**src/rtl/memap_pkg.sv**
```systemverilog
package memap_pkg;
    typedef enum logic [1:0] {
        ST_OK        = 2'd0,
        ST_UNALIGNED = 2'd1,
        ST_BUS_ERR   = 2'd2
    } xfer_status_e;

    typedef enum logic [3:0] {
        S_IDLE, S_PLAN, S_GATHER, S_CSW, S_TAR, S_DRW,
        S_SCATTER, S_STEP, S_TARBACK, S_DONE
    } eng_state_e;

    localparam logic [1:0] REG_CSW = 2'd0;
    localparam logic [1:0] REG_TAR = 2'd1;
    localparam logic [1:0] REG_DRW = 2'd3;

    localparam logic [1:0] INC_OFF    = 2'd0;
    localparam logic [1:0] INC_SINGLE = 2'd1;
    localparam logic [1:0] INC_PACKED = 2'd2;
endpackage

```
**src/rtl/memap_size_check.sv**
```systemverilog
module memap_size_check (
    input  logic [2:0] size,
    input  logic [1:0] addr_lo,
    output logic       legal,
    output logic [1:0] code,
    output logic       misaligned
);
    always_comb begin
        legal      = 1'b1;
        code       = 2'd0;
        misaligned = 1'b0;
        unique case (size)
            3'd1: code = 2'd0;
            3'd2: begin code = 2'd1; misaligned = addr_lo[0]; end
            3'd4: begin code = 2'd2; misaligned = |addr_lo; end
            default: legal = 1'b0;
        endcase
    end
endmodule

```
**src/rtl/memap_beat_plan.sv**
```systemverilog
module memap_beat_plan #(
    parameter int BLOCK_BYTES = 1024,
    parameter int PACKED_EN   = 1,
    parameter int BYTES_W     = 18,
    localparam int BLK_W      = $clog2(BLOCK_BYTES)
) (
    input  logic [BLK_W-1:0]   addr_lo,
    input  logic [BYTES_W-1:0] remaining,
    input  logic [1:0]         size_code,
    input  logic               incr,
    output logic [2:0]         beat,
    output logic [31:0]        csw
);
    import memap_pkg::*;

    logic [BLK_W:0] room;
    logic           packed_ok;
    logic [1:0]     inc_mode;

    always_comb begin
        room      = (BLK_W+1)'(BLOCK_BYTES) - {1'b0, addr_lo};
        packed_ok = incr && (PACKED_EN != 0) && (remaining >= BYTES_W'(4))
                    && (room >= (BLK_W+1)'(4));
        beat      = packed_ok ? 3'd4 : (3'd1 << size_code);
        inc_mode  = !incr ? INC_OFF : (packed_ok ? INC_PACKED : INC_SINGLE);
        csw       = {26'd0, inc_mode, 2'b00, size_code};
    end
endmodule

```
**src/rtl/memap_lane.sv**
```systemverilog
module memap_lane (
    input  logic [31:0] word_in,
    input  logic [1:0]  lane,
    input  logic [7:0]  byte_in,
    output logic [31:0] word_out,
    output logic [7:0]  byte_out
);
    always_comb begin
        word_out = word_in;
        word_out[8*lane +: 8] = byte_in;
        byte_out = word_in[8*lane +: 8];
    end
endmodule

```
**src/rtl/memap_xfer_engine.sv**
```systemverilog
module memap_xfer_engine #(
    parameter int CNT_W         = 16,
    parameter int BLOCK_BYTES   = 1024,
    parameter int PACKED_EN     = 1,
    parameter int UNALIGNED_BAD = 1,
    localparam int BYTES_W      = CNT_W + 2,
    localparam int BLK_W        = $clog2(BLOCK_BYTES)
) (
    input  logic               clk,
    input  logic               rst_n,
    input  logic               cmd_valid,
    input  logic [31:0]        cmd_addr,
    input  logic [2:0]         cmd_size,
    input  logic [CNT_W-1:0]   cmd_count,
    input  logic               cmd_write,
    input  logic               cmd_incr,
    input  logic               src_empty,
    input  logic [7:0]         src_data,
    output logic               src_pop,
    output logic               snk_push,
    output logic [7:0]         snk_data,
    output logic               ap_req,
    output logic               ap_wr,
    output logic [1:0]         ap_reg,
    output logic [31:0]        ap_wdata,
    input  logic               ap_ack,
    input  logic               ap_err,
    input  logic [31:0]        ap_rdata,
    output logic               done,
    output logic [1:0]         status,
    output logic [31:0]        fail_addr,
    output logic [BYTES_W-1:0] xfer_bytes
);
    import memap_pkg::*;

    eng_state_e   state, nxt;
    logic [31:0]  cur_addr, start_q, csw_q, word_q, span;
    logic [BYTES_W-1:0] remaining, moved, total;
    logic [2:0]   beat_q, k, plan_beat;
    logic [1:0]   code_q, sz_code, lane;
    logic         wr_q, incr_q, sz_legal, sz_mis, reject;
    logic [31:0]  plan_csw, lane_word;
    logic [7:0]   lane_byte;
    xfer_status_e stat_q;

    memap_size_check u_size (
        .size(cmd_size), .addr_lo(cmd_addr[1:0]),
        .legal(sz_legal), .code(sz_code), .misaligned(sz_mis)
    );

    memap_beat_plan #(.BLOCK_BYTES(BLOCK_BYTES), .PACKED_EN(PACKED_EN), .BYTES_W(BYTES_W)) u_plan (
        .addr_lo(cur_addr[BLK_W-1:0]), .remaining(remaining), .size_code(code_q),
        .incr(incr_q), .beat(plan_beat), .csw(plan_csw)
    );

    assign lane = cur_addr[1:0] + k[1:0];

    memap_lane u_lane (
        .word_in(word_q), .lane(lane), .byte_in(src_data),
        .word_out(lane_word), .byte_out(lane_byte)
    );

    assign total  = BYTES_W'(cmd_count) << sz_code;
    assign reject = !sz_legal || ((UNALIGNED_BAD != 0) && sz_mis);
    assign span   = ap_rdata - start_q;

    // next-state logic
    always_comb begin
        nxt = state;
        unique case (state)
            S_IDLE:    if (cmd_valid) nxt = (reject || total == '0) ? S_DONE : S_PLAN;
            S_PLAN:    nxt = wr_q ? S_GATHER : S_CSW;
            S_GATHER:  if (!src_empty && k == beat_q - 3'd1) nxt = S_CSW;
            S_CSW:     if (ap_ack) nxt = ap_err ? S_TARBACK : S_TAR;
            S_TAR:     if (ap_ack) nxt = ap_err ? S_TARBACK : S_DRW;
            S_DRW:     if (ap_ack) nxt = ap_err ? S_TARBACK : (wr_q ? S_STEP : S_SCATTER);
            S_SCATTER: if (k == beat_q - 3'd1) nxt = S_STEP;
            S_STEP:    nxt = (remaining == BYTES_W'(beat_q)) ? S_DONE : S_PLAN;
            S_TARBACK: if (ap_ack) nxt = S_DONE;
            S_DONE:    nxt = S_IDLE;
            default:   nxt = S_IDLE;
        endcase
    end

    // state register
    always_ff @(posedge clk or negedge rst_n) begin
        if (!rst_n) state <= S_IDLE;
        else        state <= nxt;
    end

    // datapath registers
    always_ff @(posedge clk or negedge rst_n) begin
        if (!rst_n) begin
            cur_addr <= '0; start_q <= '0; csw_q <= '0; word_q <= '0;
            remaining <= '0; moved <= '0; beat_q <= 3'd1; k <= '0;
            code_q <= '0; wr_q <= 1'b0; incr_q <= 1'b0;
            stat_q <= ST_OK; fail_addr <= '0; xfer_bytes <= '0;
        end else begin
            unique case (state)
                S_IDLE: if (cmd_valid) begin
                    cur_addr   <= cmd_addr;
                    start_q    <= cmd_addr;
                    remaining  <= total;
                    moved      <= '0;
                    code_q     <= sz_code;
                    wr_q       <= cmd_write;
                    incr_q     <= cmd_incr;
                    stat_q     <= reject ? ST_UNALIGNED : ST_OK;
                    fail_addr  <= '0;
                    xfer_bytes <= '0;
                end
                S_PLAN: begin
                    beat_q <= plan_beat;
                    csw_q  <= plan_csw;
                    k      <= '0;
                    word_q <= '0;
                end
                S_GATHER: if (!src_empty) begin
                    word_q <= lane_word;
                    k      <= k + 3'd1;
                end
                S_DRW: if (ap_ack && !ap_err && !wr_q) word_q <= ap_rdata;
                S_SCATTER: k <= k + 3'd1;
                S_STEP: begin
                    remaining <= remaining - BYTES_W'(beat_q);
                    moved     <= moved + BYTES_W'(beat_q);
                    if (incr_q) cur_addr <= cur_addr + 32'(beat_q);
                    if (remaining == BYTES_W'(beat_q)) xfer_bytes <= moved + BYTES_W'(beat_q);
                end
                S_TARBACK: if (ap_ack) begin
                    stat_q <= ST_BUS_ERR;
                    if (!ap_err) begin
                        fail_addr  <= ap_rdata;
                        xfer_bytes <= (span < 32'(moved)) ? BYTES_W'(span) : moved;
                    end else begin
                        fail_addr  <= cur_addr;
                        xfer_bytes <= '0;
                    end
                end
                default: ;
            endcase
        end
    end

    // outputs
    always_comb begin
        ap_req   = 1'b0;
        ap_wr    = 1'b0;
        ap_reg   = REG_CSW;
        ap_wdata = '0;
        src_pop  = 1'b0;
        snk_push = 1'b0;
        done     = 1'b0;
        unique case (state)
            S_GATHER:  src_pop = !src_empty;
            S_CSW:     begin ap_req = 1'b1; ap_wr = 1'b1; ap_reg = REG_CSW; ap_wdata = csw_q; end
            S_TAR:     begin ap_req = 1'b1; ap_wr = 1'b1; ap_reg = REG_TAR; ap_wdata = cur_addr; end
            S_DRW:     begin ap_req = 1'b1; ap_wr = wr_q; ap_reg = REG_DRW;
                             ap_wdata = wr_q ? word_q : 32'd0; end
            S_SCATTER: snk_push = 1'b1;
            S_TARBACK: begin ap_req = 1'b1; ap_reg = REG_TAR; end
            S_DONE:    done = 1'b1;
            default: ;
        endcase
    end

    assign snk_data = lane_byte;
    assign status   = stat_q;

    logic drw_req, tar_wr_req;
    assign drw_req    = ap_req && ap_reg == REG_DRW;
    assign tar_wr_req = ap_req && ap_wr && ap_reg == REG_TAR;


    done_pulse_chk: assert property (@(posedge clk) disable iff (!rst_n) done |=> !done);

    tar_before_drw_chk: assert property (@(posedge clk) disable iff (!rst_n)
        $rose(drw_req) |-> $past(tar_wr_req));

    packed_beat_chk: assert property (@(posedge clk) disable iff (!rst_n)
        (tar_wr_req && csw_q[5:4] == INC_PACKED) |-> (beat_q == 3'd4 && remaining >= BYTES_W'(4)));

    addr_frozen_chk: assert property (@(posedge clk) disable iff (!rst_n)
        (state == S_STEP && !incr_q) |=> $stable(cur_addr));

    no_underflow_chk: assert property (@(posedge clk) disable iff (!rst_n)
        (state == S_STEP) |-> (remaining >= BYTES_W'(beat_q)));

    one_port_chk: assert property (@(posedge clk) disable iff (!rst_n)
        $onehot0({src_pop, snk_push, ap_req}));

    err_count_chk: assert property (@(posedge clk) disable iff (!rst_n)
        (done && status == ST_BUS_ERR) |-> (xfer_bytes <= moved));
endmodule

```
**config.mk**
```make
export PLATFORM = sky130hd
export DESIGN_NAME = memap_xfer_engine
export DESIGN_NICKNAME = d
export VERILOG_FILES = /design/src/rtl/memap_pkg.sv /design/src/rtl/memap_size_check.sv /design/src/rtl/memap_beat_plan.sv /design/src/rtl/memap_lane.sv /design/src/rtl/memap_xfer_engine.sv
export SDC_FILE = /design/constraint.sdc
export NUM_CORES = 1
export LEC_CHECK = 0
export ABC_CLOCK_PERIOD_IN_PS = 11650
export BUFFER_PORTS_ARGS = -buffer_cell sky130_fd_sc_hd__buf_2
export CELL_PAD_IN_SITES_DETAIL_PLACEMENT = 0
export CELL_PAD_IN_SITES_GLOBAL_PLACEMENT = 2
export CORE_UTILIZATION = 39
export CTS_CLUSTER_DIAMETER = 30
export DETAILED_ROUTE_END_ITERATION = 7
export GPL_TIMING_DRIVEN = 0
export PLACE_DENSITY = 0.86
export REMOVE_ABC_BUFFERS = 1
export SYNTH_ARGS = -nofsm -noshare
export SYNTH_HDL_FRONTEND = slang
export SYNTH_HIERARCHICAL = 1
export SYNTH_SLANG_ARGS = --single-unit
```
**constraint.sdc**
```tcl
create_clock -name clk -period 11.65 [get_ports clk]
set_clock_uncertainty 0.05 [all_clocks]
set_input_delay 0.5825 -clock clk [delete_from_list [all_inputs] [get_ports clk]]
set_output_delay 0.5825 -clock clk [all_outputs]
set_load 0.02 [all_outputs]
```
After elaboration in Yosys (flattened, before gate mapping):

Cells that the tools add are included.

* bits in registers: 202
* bits of input ports: 99

* shift operators: 5
* add/subtract/negate cells: 9
* magnitude comparators: 3
* equal/unequal tests: 25
* mux-type cells: 55
* reductions and logical operators: 31

Operators by type and width (number)
* 2-to-1 mux 32 bit: 8
* case mux 32 bit (3 select lines): 2
* case mux 32 bit (2 select lines): 2
* 2-to-1 mux 18 bit: 6
* case mux 18 bit (2 select lines): 2
* case mux 18 bit (3 select lines): 1
* 2-to-1 mux 4 bit: 12
* case mux 4 bit (9 select lines): 1
* negation 5 -> 34 bit: 1
* variable shift 8 x 34 -> 32 bit, first input constant: 1
* indexed part select 8 x 34 -> 32 bit: 1
* adder 32 x 3 -> 32 bit: 1
* bitwise mux 32 bit: 1
* < comparator 32 x 18 -> 1 bit: 1
* indexed part select 32 x 6 -> 8 bit: 1
* subtractor 32 bit: 1
* inequality test 2 bit, second input constant: 11
* adder 18 x 3 -> 18 bit: 1
* equality test 18 x 3 -> 1 bit: 1
* greater-or-equal comparator 18 x 3 -> 1 bit, second input constant: 1
* zero test 18 bit: 1
* << shifter 16 x 2 -> 18 bit: 1
* subtractor 18 x 3 -> 18 bit: 1
* equality test 4 x 3 -> 1 bit, second input constant: 4
* 32 further kinds: 65

Longest topological paths before layout:

* depth after elaboration: 9
* depth in mapped cells: 22
* mapped depth without buffers: 20

Cells and area by module:

Netlist, hierarchy kept.

By module, submodules not included
* memap_xfer_engine: cells each 1727, instances 1, area an instance 14782.9 µm²
* memap_lane: cells each 111, instances 1, area an instance 830.8 µm²
* memap_beat_plan: cells each 46, instances 1, area an instance 326.6 µm²
* memap_size_check: cells each 8, instances 1, area an instance 63.8 µm²

Worst setup path after synthesis:

Ideal clock, no wire load.

* path kind: input port to flip-flop
* start point: in ap_rdata[0]
* end point: reg xfer_bytes[5]
* required time: 11.484 ns
* data arrival time: 4.603 ns
* cell stages on the path: 18
* buffers on the path: 1
* slack: 6.882 ns
* path through: inv_1 -> ha_1 -> inv_1 -> fa_1 -> a21o_1 -> a221o_1 -> a221oi_2 -> xnor2_1 -> ha_1 -> nand4_1 -> nor3_1 -> a211o_1 -> a311oi_1 -> nand4b_1 -> or4_4 -> clkbuf_1 -> or4_1 -> o311ai_0

* cells in the longest elaborated chain, start to end: 6

Ends and longest elaborated chain
* from (decl): RTL line memap_xfer_engine.sv:28 `input logic [31:0] ap_rdata,`
* subtractor 32 bit *: RTL line memap_xfer_engine.sv:65 `assign span = ap_rdata - start_q;`
* < comparator 32 x 18 -> 1 bit: RTL line memap_xfer_engine.sv:134 `xfer_bytes <= (span < 32'(moved)) ? BYTES_W'(span) : moved;`
* 2-to-1 mux 18 bit *: RTL line memap_xfer_engine.sv:134
* 2-to-1 mux 18 bit *: RTL line memap_xfer_engine.sv:132 `if (!ap_err) begin`
* 2-to-1 mux 18 bit *: RTL line memap_xfer_engine.sv:130 `S_TARBACK: if (ap_ack) begin`
* case mux 18 bit (3 select lines) *: RTL line memap_xfer_engine.sv:99 `unique case (state)`
* to (signal assigned): RTL line memap_xfer_engine.sv:128 `if (remaining == BYTES_W'(beat_q)) xfer_bytes <= moved + BYTES_W'(beat_q);`
* to (signal assigned): RTL line memap_xfer_engine.sv:134
* to (decl): RTL line memap_xfer_engine.sv:32 `output logic [BYTES_W-1:0] xfer_bytes`

Every way passes the cells marked *; elsewhere a longest branch is shown, timed or not. The select of a mux whose other input is x is not followed.
A chain may end at the register's enable or synchronous reset.

Worst setup path after layout:

* start point: reg start_q[0]
* end point: reg xfer_bytes[4]

* cells in the longest elaborated chain, start to end: 6

Ends and longest elaborated chain
* from (decl): RTL line memap_xfer_engine.sv:37 `logic [31:0] cur_addr, start_q, csw_q, word_q, span;`
* from (signal assigned): RTL line memap_xfer_engine.sv:102 `start_q <= cmd_addr;`
* subtractor 32 bit *: RTL line memap_xfer_engine.sv:65
* < comparator 32 x 18 -> 1 bit: RTL line memap_xfer_engine.sv:134
* 2-to-1 mux 18 bit *: RTL line memap_xfer_engine.sv:134
* 2-to-1 mux 18 bit *: RTL line memap_xfer_engine.sv:132
* 2-to-1 mux 18 bit *: RTL line memap_xfer_engine.sv:130
* case mux 18 bit (3 select lines) *: RTL line memap_xfer_engine.sv:99

Marks and branches as above.

==> reports/summary.txt <==
Initial core utilization = 0.399
Die width = 205 um
Area contributors post-synth = dfrtp_1 36%, ha_1 5.1%, o21ai_0 4.6%
CP Launch Point = start_q[0]
Hold depth = 3
Pre-CTS WS = 5.77 ns
Initial antenna violation count = 2
Hold crit path type = primary input to register
Die area = 0.0419 mm2
CTS tree = built
Seq pwr share = 0.226
Internal Power = 3.92 mW
Average cell area after synthesis = 8.46 um2
EDFF count, synth = 0
RR Startpoint = start_q[0]
Global-route wire length before repair = 87.9 mm
Detailed Place HPWL = 41.4 mm
Seq/Total Area, Yosys = 0.360
Postcts setup bufs = 0
Clk sink count = 230
Pwr Density = 343 mW/mm2
Initial DRC Count = 1507
Routed WL per cell = 21.6 um
Final Max Slew Viols = 0
Leak Pwr = 8.99 nW
Fmax = 185 MHz
Psw = 2.96 mW
Synth top area share = 0.358
Layout area overhead = 25.2%
Hold Path End = incr_q
Root Buffer = clkbuf_16
Total negative slack = 0 ns
Core Area = 0.0401 mm2
Final setup vio count = 0
Ports = 198
R2R cell count = 16
PnR worst setup slack = 6.26 ns
Row cnt = 73
Vias in the first global route = 14900
Worst Max-Slew Pin Slew = 1.44 ns
Power Total = 6.88 mW
H-tree depth = 3
Fin crit share = 0.463
Largest net degree at the start of global routing = 100
Vias = 15400
Final Hold Vio Count = 0
Clock transition at path regs = 0.04 ns
Via density = 5.86
Logic pwr share = 0.471
PortBufs = 197
Tot GR Track Use = 0.273
Top cells by count, synth = 229 x dfrtp_1, 183 x nand2_1, 148 x o21ai_0
Antenna-violating nets left = 0
DRC = 0
Reg-to-reg critical path endpoint = xfer_bytes[4]
M1 WL = 25.8 mm
Top-count cell post-synth = dfrtp_1
Routed Wire Length = 56.9 mm
Share of layout cells above drive strength 1 = 0.208
Req. time, crit path = 12.00 ns
Async SR Flop Fraction = 1.00
Reg2reg setup slack = 6.26 ns
CTS Buffer Depth = 3
RSZ-0062 raised after global routing = false
Synth Register Bits = 230
Yosys Warn Count = 6
Metal3 WL = 4.09 mm
# Max-Cap Violations = 0
TritonCTS Buffers = 71
Outcome = finished clean
Tmin final = 5.39 ns
Switching Fraction = 0.430
GPL Wtd Cong = 0.924
CP endpoint kind = register
Clock power frac = 0.303
Nets = 2221
Highest Signal Layer = met5
Critical path class = register to register
Die Y = 205 um
CP Max Fanout = 30
Slew HR = 0.0416
Worst ir drop on vdd = 0.218 mV
Critical Path Source Type = register
Met2 routed wirelength = 25.1 mm
CP arrival = 5.74 ns
Total congestion overflow = 0
Largest area contributor in the synthesized netlist = dfrtp_1
Unique masters post-synth = 87
Clk_lat worst skew = 0.56 ns
Syn Std Cell Area = 0.0160 mm2
Post-synthesis cell count = 1892
Worst hold start = cmd_incr
Drt first pass iters = 6
Ys flop type = dfrtp_1
worst max-delay path, stage by stage (launching register included):
cell	delay (ns)
dfrtp_1	0.35
ha_1	0.17
inv_1	0.06
fa_1	0.40
a21o_1	0.19
a221o_1	0.42
xor2_1	0.32
ha_1	0.34
a211oi_1	0.25
and3_1	0.19
o21ai_0	0.12
a211o_1	0.31
a311oi_1	0.33
nand4b_1	0.18
or4_4	0.69
nor3_1	0.65
o311ai_0	0.20
power groups by stage:
stage,clock (mW),combinational [mW],sequential [mW]
after floorplan,0,2.21,1.48
after global placement,0,3.11,1.54
after detailed placement,0,3.20,1.55
after CTS,2.10,3.23,1.54
after global routing,2.15,3.59,1.60
final,2.08,3.24,1.56
repair_timing:
action / 4_1_cts / 5_1_grt
hold buffers: 1 / 0
endpoints found under the hold margin: 58 / 0
gates resized for setup: 0 / 0
final cells by class:
class / instances / area (um2)
well taps: 525 / 657
fillers: 3860 / 20100
flip-flops and latches: 230 / 5760
repair buffers: 220 / 1340
inverters: 130 / 488
clock inverters: 34 / 538
diodes: 1 / 2.50
clock buffers: 92 / 2040
multi-input cells: 1400 / 9220
worst max path at each step:
stage,slack (ns),depth (start not counted),endpoint
after floorplan,5.46,5,word_q[0]
after global placement,2.66,5,word_q[28]
after detailed placement,5.77,18,xfer_bytes[4]
after CTS,6.27,16,xfer_bytes[4]
after global routing,5.96,16,xfer_bytes[15]
final,6.26,16,xfer_bytes[4]
cells in the final DEF (no fill, tap or decap), types with 15 or more instances in the layout:
master and instances:
clkinv_2 15, buf_2 196, o22ai_1 28, dfrtp_1 229, ha_1 65, o211ai_1 20, o21ai_0 148, nor3_1 28
a21oi_1 131, nand4_1 20, conb_1 28, clkbuf_16 73, o21a_1 16, nand2_1 183, mux2_2 42, mux2i_1 42
inv_1 129, nand3_1 77, a31oi_1 30, xnor2_1 30, nor2_1 143, a222oi_1 32, a22oi_1 40, nor4_1 19
metrics by stage:
step	utilization	hold WS (ns)	instances	cell area (um2)
5_1_grt	0.500	0.178	2632	20000
6_report	0.500	0.176	2632	20000
3_3_place_gp	0.424	0.410	2482	17000
4_1_cts	0.499	0.161	2630	20000
3_5_place_dp	0.435	0.423	2503	17400
2_1_floorplan	-	0.237	1760	15400
sequential cells by signal, indices dropped and copies added, names as in the netlist:
signal / cells
csw_q: 32
cur_addr: 32
fail_addr: 32
start_q: 32
word_q: 32
moved: 18
remaining: 18
xfer_bytes: 18
state: 4
beat_q: 3
k: 3
code_q: 2
status: 2
incr_q: 1
wr_q: 1
routing by layer:
metal,up-vias,global-route usage
met2,571,0.411
li1,7236,-
met5,-,0
met1,7504,0.382
met3,111,0.0568
met4,2,0.104
cells by family (layout without fill, tap and decap cells):
logic type,count (synthesis),count (layout),synth area share
and+or+nand+nor,586,586,0.174
xor gates and xnor gates,42,42,0.0230
AOI/OAI and AO/OA,581,581,0.241
buffers and inverters,289,476,0.0763
other,1,29,0.000234
adders and majority gates,69,69,0.0558
muxes,94,94,0.0699
DFF,230,230,0.360
No activity file was read; power rests on OpenSTA's default activity.
